### src/rtl/spm_pkg.sv
package spm_pkg;

   // Result selection; both upper codes select crossing counts.
   typedef enum logic [1:0] {
      SPM_POWER    = 2'b00,
      SPM_PEAK     = 2'b01,
      SPM_XING     = 2'b10,
      SPM_XING_ALT = 2'b11
   } spm_mode_e;

endpackage

### src/rtl/spm_sample_prep.sv
// Per-sample arithmetic: power contribution and saturated magnitude.
module spm_sample_prep #(
   parameter int DATA_W = 14,
   parameter int PEAK_W = 13
) (
   input  logic [DATA_W-1:0]   samp_a,
   input  logic [DATA_W-1:0]   samp_b,
   input  logic                cplx_en,
   output logic [2*DATA_W-1:0] pwr,
   output logic [PEAK_W-1:0]   mag_a
);
   localparam int SQ_W = 2 * DATA_W;

   logic [DATA_W-1:0] abs_a, abs_b;
   logic [SQ_W-1:0]   sq_a, sq_b;

   always_comb begin
      abs_a = samp_a[DATA_W-1] ? (~samp_a + 1'b1) : samp_a;
      abs_b = samp_b[DATA_W-1] ? (~samp_b + 1'b1) : samp_b;
      sq_a  = {{DATA_W{1'b0}}, abs_a} * {{DATA_W{1'b0}}, abs_a};
      sq_b  = {{DATA_W{1'b0}}, abs_b} * {{DATA_W{1'b0}}, abs_b};
      pwr   = sq_a + (cplx_en ? sq_b : '0);
   end

   generate
      if (PEAK_W < DATA_W) begin : g_mag_sat
         assign mag_a = (|abs_a[DATA_W-1:PEAK_W]) ? '1 : abs_a[PEAK_W-1:0];
      end else begin : g_mag_full
         assign mag_a = abs_a;
      end
   endgenerate

endmodule

### src/rtl/spm_window.sv
// Window sequencing and running accumulation of sum, peak and crossings.
module spm_window #(
   parameter int PERIOD_W   = 24,
   parameter int MIN_PERIOD = 128,
   parameter int SQ_W       = 28,
   parameter int PEAK_W     = 13
) (
   input  logic                         clk,
   input  logic                         rst_n,
   input  logic                         en,
   input  logic                         restart,
   input  logic [PERIOD_W-1:0]          win_len,
   input  logic [PEAK_W-1:0]            thresh,
   input  logic [SQ_W-1:0]              pwr,
   input  logic [PEAK_W-1:0]            mag,
   output logic                         win_end,
   output logic [SQ_W+PERIOD_W-1:0]     tot_sum,
   output logic [PEAK_W-1:0]            tot_peak,
   output logic [PEAK_W-1:0]            tot_xcnt,
   output logic                         is_p2,
   output logic [$clog2(PERIOD_W)-1:0]  sh_amt
);
   localparam int ACC_W = SQ_W + PERIOD_W;
   localparam int SH_W  = $clog2(PERIOD_W);
   localparam logic [PERIOD_W-1:0] MIN_L = PERIOD_W'(MIN_PERIOD);

   logic [PERIOD_W-1:0] cnt_q, eff;
   logic [ACC_W-1:0]    acc_q;
   logic [PEAK_W-1:0]   peak_q, xcnt_q, x_base;
   logic                hit;

   always_comb begin
      eff   = (win_len < MIN_L) ? MIN_L : win_len;
      is_p2 = ~|(eff & (eff - 1'b1));
      sh_amt = '0;
      for (int i = 0; i < PERIOD_W; i++) begin
         if (eff[i]) sh_amt = SH_W'(i);
      end
   end

   always_comb begin
      hit      = (mag >= thresh);
      tot_sum  = restart ? ACC_W'(pwr) : acc_q + ACC_W'(pwr);
      tot_peak = (restart || mag > peak_q) ? mag : peak_q;
      x_base   = restart ? '0 : xcnt_q;
      tot_xcnt = (hit && x_base != '1) ? x_base + 1'b1 : x_base;
      win_end  = en && !restart && (cnt_q >= eff - 1'b1);
   end

   always_ff @(posedge clk or negedge rst_n) begin
      if (!rst_n) begin
         cnt_q  <= '0;
         acc_q  <= '0;
         peak_q <= '0;
         xcnt_q <= '0;
      end else if (!en || win_end) begin
         cnt_q  <= '0;
         acc_q  <= '0;
         peak_q <= '0;
         xcnt_q <= '0;
      end else begin
         cnt_q  <= restart ? PERIOD_W'(1) : cnt_q + 1'b1;
         acc_q  <= tot_sum;
         peak_q <= tot_peak;
         xcnt_q <= tot_xcnt;
      end
   end


   win_clear_chk: assert property (@(posedge clk) disable iff (!rst_n)
      win_end |=> (cnt_q == '0));


   xcnt_sat_chk: assert property (@(posedge clk) disable iff (!rst_n)
      (en && !restart && !win_end && xcnt_q == '1) |=> (xcnt_q == '1));

endmodule

### src/rtl/spm_isqrt.sv
// Bit-serial non-restoring integer square root, one root bit per cycle.
module spm_isqrt #(
   parameter int ROOT_W = 14
) (
   input  logic                clk,
   input  logic                rst_n,
   input  logic                start,
   input  logic                abort,
   input  logic [2*ROOT_W-1:0] op,
   output logic                done,
   output logic [ROOT_W-1:0]   root
);
   localparam int OP_W  = 2 * ROOT_W;
   localparam int REM_W = ROOT_W + 4;
   localparam int ST_W  = $clog2(ROOT_W);

   logic                    busy_q, done_q;
   logic [ST_W-1:0]         step_q;
   logic [OP_W-1:0]         op_q;
   logic signed [REM_W-1:0] rem_q, r_sh, r_nx, t_sub, t_add;
   logic [ROOT_W-1:0]       root_q, root_nx;
   logic [1:0]              pair;

   always_comb begin
      pair    = op_q[{step_q, 1'b0} +: 2];
      r_sh    = {rem_q[REM_W-3:0], pair};
      t_sub   = {{(REM_W-ROOT_W-2){1'b0}}, root_q, 2'b01};
      t_add   = {{(REM_W-ROOT_W-2){1'b0}}, root_q, 2'b11};
      r_nx    = rem_q[REM_W-1] ? (r_sh + t_add) : (r_sh - t_sub);
      root_nx = {root_q[ROOT_W-2:0], ~r_nx[REM_W-1]};
   end

   always_ff @(posedge clk or negedge rst_n) begin
      if (!rst_n) begin
         busy_q <= 1'b0;
         done_q <= 1'b0;
         step_q <= '0;
         op_q   <= '0;
         rem_q  <= '0;
         root_q <= '0;
      end else if (abort) begin
         busy_q <= 1'b0;
         done_q <= 1'b0;
      end else if (start) begin
         busy_q <= 1'b1;
         done_q <= 1'b0;
         step_q <= ST_W'(ROOT_W - 1);
         op_q   <= op;
         rem_q  <= '0;
         root_q <= '0;
      end else begin
         done_q <= 1'b0;
         if (busy_q) begin
            rem_q  <= r_nx;
            root_q <= root_nx;
            if (step_q == '0) begin
               busy_q <= 1'b0;
               done_q <= 1'b1;
            end else begin
               step_q <= step_q - 1'b1;
            end
         end
      end
   end

   assign done = done_q;
   assign root = root_q;

   logic [OP_W+1:0] r_ext, sq_lo, sq_hi;
   always_comb begin
      r_ext = (OP_W+2)'(root_q);
      sq_lo = r_ext * r_ext;
      sq_hi = (r_ext + 1'b1) * (r_ext + 1'b1);
   end


   root_floor_chk: assert property (@(posedge clk) disable iff (!rst_n)
      done_q |-> (sq_lo <= {2'b00, op_q}) && (sq_hi > {2'b00, op_q}));

endmodule

### src/rtl/sig_power_monitor.sv
module sig_power_monitor #(
   parameter int DATA_W     = 14,
   parameter int PERIOD_W   = 24,
   parameter int MIN_PERIOD = 128,
   parameter int PWR_W      = 20,
   parameter int PEAK_W     = 13
) (
   input  logic                clk,
   input  logic                rst_n,
   input  logic                mon_en,
   input  logic [1:0]          mode_sel,
   input  logic                ms_sel,
   input  logic                cplx_en,
   input  logic [PERIOD_W-1:0] win_len,
   input  logic [PEAK_W-1:0]   thresh,
   input  logic [DATA_W-1:0]   samp_a,
   input  logic [DATA_W-1:0]   samp_b,
   output logic [PWR_W-1:0]    pwr_out,
   output logic [PEAK_W-1:0]   peak_out,
   output logic [PEAK_W-1:0]   xcnt_out,
   output logic                res_valid
);
   import spm_pkg::*;

   localparam int SQ_W   = 2 * DATA_W;
   localparam int ROOT_W = DATA_W;
   localparam int ACC_W  = SQ_W + PERIOD_W;
   localparam int SH_W   = $clog2(PERIOD_W);

   generate
      if (PEAK_W > DATA_W) begin : g_bad_peak
         $error("PEAK_W must not exceed DATA_W");
      end
      if (PWR_W < ROOT_W) begin : g_bad_pwr
         $error("PWR_W must hold the square root");
      end
      if (DATA_W < 2) begin : g_bad_data
         $error("DATA_W must be at least 2");
      end
      if (MIN_PERIOD <= ROOT_W + 2) begin : g_bad_min
         $error("MIN_PERIOD too short for the serial square root");
      end
      if (PERIOD_W > 31 || MIN_PERIOD >= (1 << PERIOD_W)) begin : g_bad_per
         $error("MIN_PERIOD must fit in PERIOD_W");
      end
   endgenerate

   spm_mode_e cur_mode;
   logic [1:0] mode_q;
   logic       en_q, cplx_q, restart;

   assign cur_mode = spm_mode_e'(mode_sel);
   assign restart  = mon_en && (!en_q || mode_q != mode_sel || cplx_q != cplx_en);

   always_ff @(posedge clk or negedge rst_n) begin
      if (!rst_n) begin
         en_q   <= 1'b0;
         mode_q <= '0;
         cplx_q <= 1'b0;
      end else begin
         en_q   <= mon_en;
         mode_q <= mode_sel;
         cplx_q <= cplx_en;
      end
   end

   logic [SQ_W-1:0]   s_pwr;
   logic [PEAK_W-1:0] s_mag;

   spm_sample_prep #(.DATA_W(DATA_W), .PEAK_W(PEAK_W)) u_prep (
      .samp_a (samp_a),
      .samp_b (samp_b),
      .cplx_en(cplx_en),
      .pwr    (s_pwr),
      .mag_a  (s_mag)
   );

   logic              win_end, is_p2;
   logic [ACC_W-1:0]  tot_sum;
   logic [PEAK_W-1:0] tot_peak, tot_xcnt;
   logic [SH_W-1:0]   sh_amt;

   spm_window #(
      .PERIOD_W(PERIOD_W), .MIN_PERIOD(MIN_PERIOD), .SQ_W(SQ_W), .PEAK_W(PEAK_W)
   ) u_win (
      .clk     (clk),
      .rst_n   (rst_n),
      .en      (mon_en),
      .restart (restart),
      .win_len (win_len),
      .thresh  (thresh),
      .pwr     (s_pwr),
      .mag     (s_mag),
      .win_end (win_end),
      .tot_sum (tot_sum),
      .tot_peak(tot_peak),
      .tot_xcnt(tot_xcnt),
      .is_p2   (is_p2),
      .sh_amt  (sh_amt)
   );

   // Mean value: scaled sum, clipped to the per-sample power width.
   logic [ACC_W-1:0] mean_full;
   logic [SQ_W-1:0]  mean_v;
   logic [PWR_W-1:0] ms_out;

   always_comb begin
      mean_full = is_p2 ? (tot_sum >> sh_amt) : tot_sum;
      mean_v    = (|mean_full[ACC_W-1:SQ_W]) ? '1 : mean_full[SQ_W-1:0];
   end

   generate
      if (PWR_W < SQ_W) begin : g_ms_sat
         assign ms_out = (|mean_v[SQ_W-1:PWR_W]) ? '1 : mean_v[PWR_W-1:0];
      end else begin : g_ms_ext
         assign ms_out = PWR_W'(mean_v);
      end
   endgenerate

   logic              sq_start, sq_abort, sq_done;
   logic [ROOT_W-1:0] sq_root;

   assign sq_start = win_end && (cur_mode == SPM_POWER) && !ms_sel;
   assign sq_abort = !mon_en || restart;

   spm_isqrt #(.ROOT_W(ROOT_W)) u_sqrt (
      .clk  (clk),
      .rst_n(rst_n),
      .start(sq_start),
      .abort(sq_abort),
      .op   (mean_v),
      .done (sq_done),
      .root (sq_root)
   );

   always_ff @(posedge clk or negedge rst_n) begin
      if (!rst_n) begin
         pwr_out   <= '0;
         peak_out  <= '0;
         xcnt_out  <= '0;
         res_valid <= 1'b0;
      end else begin
         res_valid <= 1'b0;
         if (win_end) begin
            case (cur_mode)
               SPM_POWER: begin
                  if (ms_sel) begin
                     pwr_out   <= ms_out;
                     res_valid <= 1'b1;
                  end
               end
               SPM_PEAK: begin
                  peak_out  <= tot_peak;
                  res_valid <= 1'b1;
               end
               default: begin
                  xcnt_out  <= tot_xcnt;
                  res_valid <= 1'b1;
               end
            endcase
         end else if (sq_done && mon_en) begin
            pwr_out   <= PWR_W'(sq_root);
            res_valid <= 1'b1;
         end
      end
   end


   valid_pulse_chk: assert property (@(posedge clk) disable iff (!rst_n)
      res_valid |=> !res_valid);


   idle_quiet_chk: assert property (@(posedge clk) disable iff (!rst_n)
      !$past(mon_en) |-> !res_valid);


   out_hold_chk: assert property (@(posedge clk) disable iff (!rst_n)
      !res_valid |-> $stable({pwr_out, peak_out, xcnt_out}));

endmodule

### config.mk
export PLATFORM = sky130hd
export DESIGN_NAME = sig_power_monitor
export DESIGN_NICKNAME = d
export VERILOG_FILES = /design/src/rtl/spm_pkg.sv /design/src/rtl/spm_sample_prep.sv /design/src/rtl/spm_window.sv /design/src/rtl/spm_isqrt.sv /design/src/rtl/sig_power_monitor.sv
export SDC_FILE = /design/constraint.sdc
export NUM_CORES = 2
export LEC_CHECK = 0
export ABC_AREA = 1
export BUFFER_PORTS_ARGS = -buffer_cell sky130_fd_sc_hd__buf_2
export CELL_PAD_IN_SITES_DETAIL_PLACEMENT = 0
export CELL_PAD_IN_SITES_GLOBAL_PLACEMENT = 1
export CORE_MARGIN = 5
export CORE_UTILIZATION = 45
export DETAILED_ROUTE_END_ITERATION = 16
export GPL_TIMING_DRIVEN = 1
export PLACE_DENSITY = 0.8
export SLEW_MARGIN = 15
export SYNTH_ARGS = -nofsm -noshare
export SYNTH_HDL_FRONTEND = slang
export SYNTH_SLANG_ARGS = --single-unit
### constraint.sdc
create_clock -name clk -period 10.2 [get_ports clk]
set_input_delay 0.51 -clock clk [delete_from_list [all_inputs] [get_ports clk]]
set_output_delay 0.51 -clock clk [all_outputs]
set_load 0.01 [all_outputs]
* Yosys cells after proc, flatten, opt, wreduce, memory -nomap -nowiden
Cells that the tools add are included.
Word-level totals: register bits after elaboration 219, bits of input ports 72, output and inout port bits 47, word-level logic and storage cells 142
Operators by class: add/subtract/negate cells 10, multiply operators 2, magnitude comparators 4, eq/ne operators 7, shift operators 2, muxes and demuxes 64, bitwise operators 6, reductions and logical operators 30
Operator list (number):
- $mux 52 | 3
- $mux 5 | 22
- $mux 20 | 5
- $mux 13 | 6
- $mux 24 | 3
- $mul 14x14->28 | 2
- $mux 14 | 4
- $mux 28 | 2
- $mux 18 | 3
- $add 52x28->52 | 1
- $shr 52x5->52 | 1
- $reduce_or 24->1 | 2
- $add 14x1->14 const B | 2
- $add 28x28->28 | 1
- $not 14->14 | 2
- $shiftx 28x6->2 | 1
- $add 24x1->24 const B | 1
- $and 24x24->24 | 1
- $ge 24x24->1 | 1
- $lt 24x8->1 const B | 1
- $sub 24x1->24 const B | 1
- $add 18x17->18 | 1
- $sub 18x17->18 | 1
- $add 13x1->13 const B | 1
- 21 further kinds | 57

* Depth between registers and ports, before layout
word-level depth 34, depth in mapped cells 84, mapped depth without buffers 83

* Modules after synthesis
A second synthesis with hierarchy kept.
Unflattened totals: cell total of the unflattened synthesis 4415, area, all modules 31098.6 um2
Modules (own cells, without submodules):
- spm_sample_prep | instances 1, cells each 1638, area each 12714.7 um2, sequential area each 0.0 um2
- spm_window | instances 1, cells each 1370, area each 9263.9 um2, sequential area each 2552.4 um2
- sig_power_monitor | instances 1, cells each 940, area each 5371.4 um2, sequential area each 1276.2 um2
- spm_isqrt | instances 1, cells each 467, area each 3748.6 um2, sequential area each 1626.6 um2

* Worst setup path before layout
OpenSTA, ideal clock, no wires.
path type input -> register, start point in samp_b[0], end point reg pwr_out[3], setup time 0.117 ns, data arrival time 14.084 ns, required time 10.083 ns, path slack -4.001 ns, cell stages on the path 77, buffers on the path 2, cells stage by stage inv_1 clkbuf_1 ha_1 nand2_1 nor3_1 nor2_1 nand2_1 nand2_1 inv_1 nor2_1 fa_1 inv_1 fa_1 inv_1 fa_1 fa_1 fa_1 inv_1 (+41 left out) or2_1 nand3_1 nand3_1 nand3_1 nand3_1 nand3_1 nand2_1 nor2_1 nand2_1 nor2_1 nand2_1 nand2_2 nand3_2 buf_4 nor2_1 nand3_1 nand2_1 nand2_1
On the way: cells in the longest elaborated chain, start to end 17
Ends and longest elaborated chain:
- from (decl) | line sig_power_monitor.sv:17 | input logic [DATA_W-1:0] samp_b,
- $not 14->14 | line spm_sample_prep.sv:19 | abs_b = samp_b[DATA_W-1] ? (~samp_b + 1'b1) : samp_b;
- $add 14x1->14 | line spm_sample_prep.sv:19
- $mux 14 (*) | line spm_sample_prep.sv:19
- $mul 14x14->28 (*) | line spm_sample_prep.sv:21 | sq_b = {{DATA_W{1'b0}}, abs_b} * {{DATA_W{1'b0}}, abs_b};
- $mux 28 (*) | line spm_sample_prep.sv:22 | pwr = sq_a + (cplx_en ? sq_b : '0);
- $add 28x28->28 (*) | line spm_sample_prep.sv:22
- $add 52x28->52 | line spm_window.sv:43 | tot_sum = restart ? ACC_W'(pwr) : acc_q + ACC_W'(pwr);
- $mux 52 (*) | line spm_window.sv:43
- $shr 52x5->52 | line sig_power_monitor.sv:108 | mean_full = is_p2 ? (tot_sum >> sh_amt) : tot_sum;
- $mux 52 (*) | line sig_power_monitor.sv:108
- $reduce_or 24->1 | line sig_power_monitor.sv:109 | mean_v = (|mean_full[ACC_W-1:SQ_W]) ? '1 : mean_full[SQ_W-1:0];
- $mux 28 (*) | line sig_power_monitor.sv:109
- $reduce_or 8->1 | line sig_power_monitor.sv:114 | assign ms_out = (|mean_v[SQ_W-1:PWR_W]) ? '1 : mean_v[PWR_W-1:0];
- $mux 20 (*) | line sig_power_monitor.sv:114
- $mux 20 (*) | line sig_power_monitor.sv:147 | if (ms_sel) begin
- $mux 20 (*) | line sig_power_monitor.sv:145 | case (cur_mode)
- $mux 20 (*) | line sig_power_monitor.sv:144 | if (win_end) begin
- to (signal assigned) | line sig_power_monitor.sv:148 | pwr_out <= ms_out;
- to (signal assigned) | line sig_power_monitor.sv:162 | pwr_out <= PWR_W'(sq_root);
- to (decl) | line sig_power_monitor.sv:18 | output logic [PWR_W-1:0] pwr_out,
Mark *: on every way between the ends. The rest lies on a longest branch, timed or not. The select of a mux whose other input is x is not followed. A chain may end at the register's enable or synchronous reset.

* Final worst setup path
start point in samp_b[2], end point reg pwr_out[1]
The elaborated chain is that of the path after synthesis.

==> results.toml <==
[route]
wire_per_inst_um = 15.9
first_pass_iters = 5
drc_errors = 0
antenna_left = 0
dr_total_vias = 28600
drtIter0Drc = 1653
wirelength_um = 89700
via_per_inst = 5.07

[die]
die-area_um2 = 70400
dieWidth_um = 265
die_h_um = 265
ioPinCount = 119
core_um2 = 64600
row_count = 93
start_util = 0.454

[clocking]
clk_latency_ns = 0.55
root_buffer = "clkbuf_16"
clockBufferDepth = 3
path_clk_slew_ns = 0.06
cts_buffers = 25
cts_sinks = 218
cts_tree = "built"
h-tree-depth = 1

[layout]
n_antenna_cell = 0
drive_gt1_frac = 0.293
syn2layout_area_growth_pct = 34.5
nNetsFinal = 5392

[setup_path]
path_common_cell = "inv_2"
cp_data_arrival_time_ns = 14.22
cp-end-kind = "register"
slowest_stage = "fa_1"
reg2reg_from = "u_win.cnt_q[0]"
critical-path-max-stage-delay_ns = 0.55
worst-setup-path-type = "in -> reg"
worstPathRequired_ns = 10.63
crit_start = "samp_b[2]"
start_kind = "primary input"
crit_path_max_fanout = 5

[synthesis]
netlist.top_cell.by_area = "dfrtp_1"
synth_top_area_frac = 0.186
async_reset_ff_frac = 1.00
synth_cell_types = 67
yosys_warnings = 0
synthCells = 4099
avgSynthCellArea_um2 = 7.16
seq_area_frac_synth = 0.186
synth_edf_count = 0
ys_seq_elements = 218
yosys-top-cells-area = "dfrtp_1 19%, fa_1 18%, ha_1 12%, nand2_1 10%, inv_1 9.9%"
synth_flop_cell = "dfrtp_1"
synth_area_um2 = 29300

[timing]
final-setup-viol-count = 90
fin_crit_ns = 13.79
final.hold.worst_slack_ns = -0.0218
fin_crit_sh = 1.35
worst_slew_pin_slew_ns = 1.19
slew_headroom = 0.204
finClkSkew_ns = 0.0217
fmax_mhz = 72.5
rsz0062_at_grt = "yes"
drv_slew = 0
hold_viol = 11
setup_tns_ns = -234.91
worst_slack_ns = -3.59

[global_routing]
overflow = 0
grt_max_degree = 92
grt_pass1_wl_um = 146000
track_usage = 0.249
grt_pass1_vias = 28700
grt_antenna_before_repair = 0

[flow_run]
maxCapViolations = 0

[placed_design]
port_buffers = 118
hpwl_um = 70500
routabilityCongestion = 0.918

[min_path]
hold_class = "in -> async"

[run_status]
violations = "hold timing, setup timing"
status = "finished, violations left"
-- area by class of cell --
class / count / area, um2
repair buffers: 759 / 5810
inverters: 796 / 3010
fillers: 5871 / 25100
clock inverters: 15 / 195
well taps: 855 / 1070
clock buffers: 30 / 664
flip-flops and latches: 218 / 5460
multi-input cells: 2970 / 23300
-- synthesized netlist by cell type (16+ instances only) --
library cell and count:
a21oi_1 201, o21ai_1 30, nor3_1 49, a31oi_1 27
or2_2 37, ha_1 291, inv_1 776, nor2_1 439
nor4_1 16, xnor2_1 43, nand2_1 816, dfrtp_1 218
a211oi_1 16, nand4_1 24, nand3_1 282, o21ai_0 191
o211ai_1 31, xor2_1 45, clkbuf_1 98, fa_1 259
-- worst max-delay path, delay by kind of cell --
| family | cells | cell delay, ns |
|---|---|---|
| AOI/OAI and AO/OA | 13 | 1.85 |
| xor gates and xnor gates | 1 | 0.28 |
| adders and majority gates | 15 | 6.82 |
| buffers and inverters | 20 | 1.59 |
| and+or+nand+nor | 32 | 3.19 |
-- registers in the layout, indices dropped and copies added, names as in the netlist --
| register | flops |
|---|---|
| mode_q | 2 |
| u_sqrt.root | 14 |
| pwr_out | 20 |
| cplx_q | 1 |
| xcnt_out | 13 |
| u_win.xcnt_q | 13 |
| u_sqrt.done | 1 |
| u_sqrt.busy_q | 1 |
| en_q | 1 |
| u_win.acc_q | 52 |
| u_sqrt.op_q | 28 |
| u_sqrt.rem_q | 17 |
| peak_out | 13 |
| u_sqrt.step_q | 4 |
| res_valid | 1 |
| u_win.cnt_q | 24 |
| u_win.peak_q | 13 |
-- stage by stage --
stage          cell area (um2)  utilization  std cells  hold slack [ns]  worst slack [ns]
5_1_grt                  39500        0.611       5643           0.0341             -4.26
6_report                 39500        0.611       5643          -0.0218             -3.59
4_1_cts                  38000        0.589       5603          0.00290             -3.32
3_5_place_dp             35500        0.550       5500            0.468             -4.52
2_1_floorplan            30200            -       4117            0.214             -2.79
3_3_place_gp             35500        0.550       5500            0.462             -4.27
-- metal layers --
layer  global-route usage  part of all wire  up-vias
met4               0.0803             0.036        0
met3               0.0200             0.034      144
met2                0.426              0.49      525
met5                    0                 0        -
met1                0.338              0.44    13700
li1                     -                 -    14300
-- placed cells by master, fill, tap and decap left out, types with 40 or more instances in the layout --
master / Yosys / layout
nand2_1: 816 / 719
inv_1: 776 / 715
buf_4: 8 / 568
nor2_1: 439 / 357
ha_1: 291 / 255
fa_1: 259 / 254
dfrtp_1: 218 / 218
nand3_1: 282 / 194
a21oi_1: 201 / 150
o21ai_0: 191 / 143
buf_2: 14 / 114
nand3_2: 1 / 78
nand2_2: 4 / 69
inv_2: 12 / 67
buf_6: 3 / 65
nor2_4: 5 / 45
nor2_2: 2 / 44
o21ai_1: 30 / 44
a21oi_2: 4 / 40
-- worst paths after layout --
| check | to | slack [ns] | depth (start not counted) |
|---|---|---|---|
| setup / recovery | pwr_out[1] | -3.59 | 81 |
| hold / removal | u_win.cnt_q[23] | -0.02 | 1 |
| setup reg to reg | u_sqrt.root[3] | 5.13 | 27 |
| hold reg to reg | pwr_out[16] | 0.47 | 2 |
| max in group asynchronous | u_win.xcnt_q[5] | 8.73 | 2 |
| min in group clk | en_q | 0.12 | 1 |
-- repair_timing --
item                       4_1_cts  5_1_grt
buffers inserted                56       47
resized for setup              309      281
hold buffers                     0        0
gates cloned                     4        1
setup endpoints to repair       92       92
pin swaps                      152      139
-- logic make-up (layout without fill, tap and decap cells) --
group	Yosys count	in the layout	share of synthesized area
simple gates	1702	1703	0.244
buf+inv	930	1600	0.121
compound gates	604	604	0.119
fa+ha+maj	550	550	0.301
flops	218	218	0.186
xor+xnor	89	89	0.0268
mux	4	4	0.00136
other cells	2	20	0.000256
Power is not shown: default switching activity piles up to over one toggle a cycle in this logic, so the estimate is an artifact.
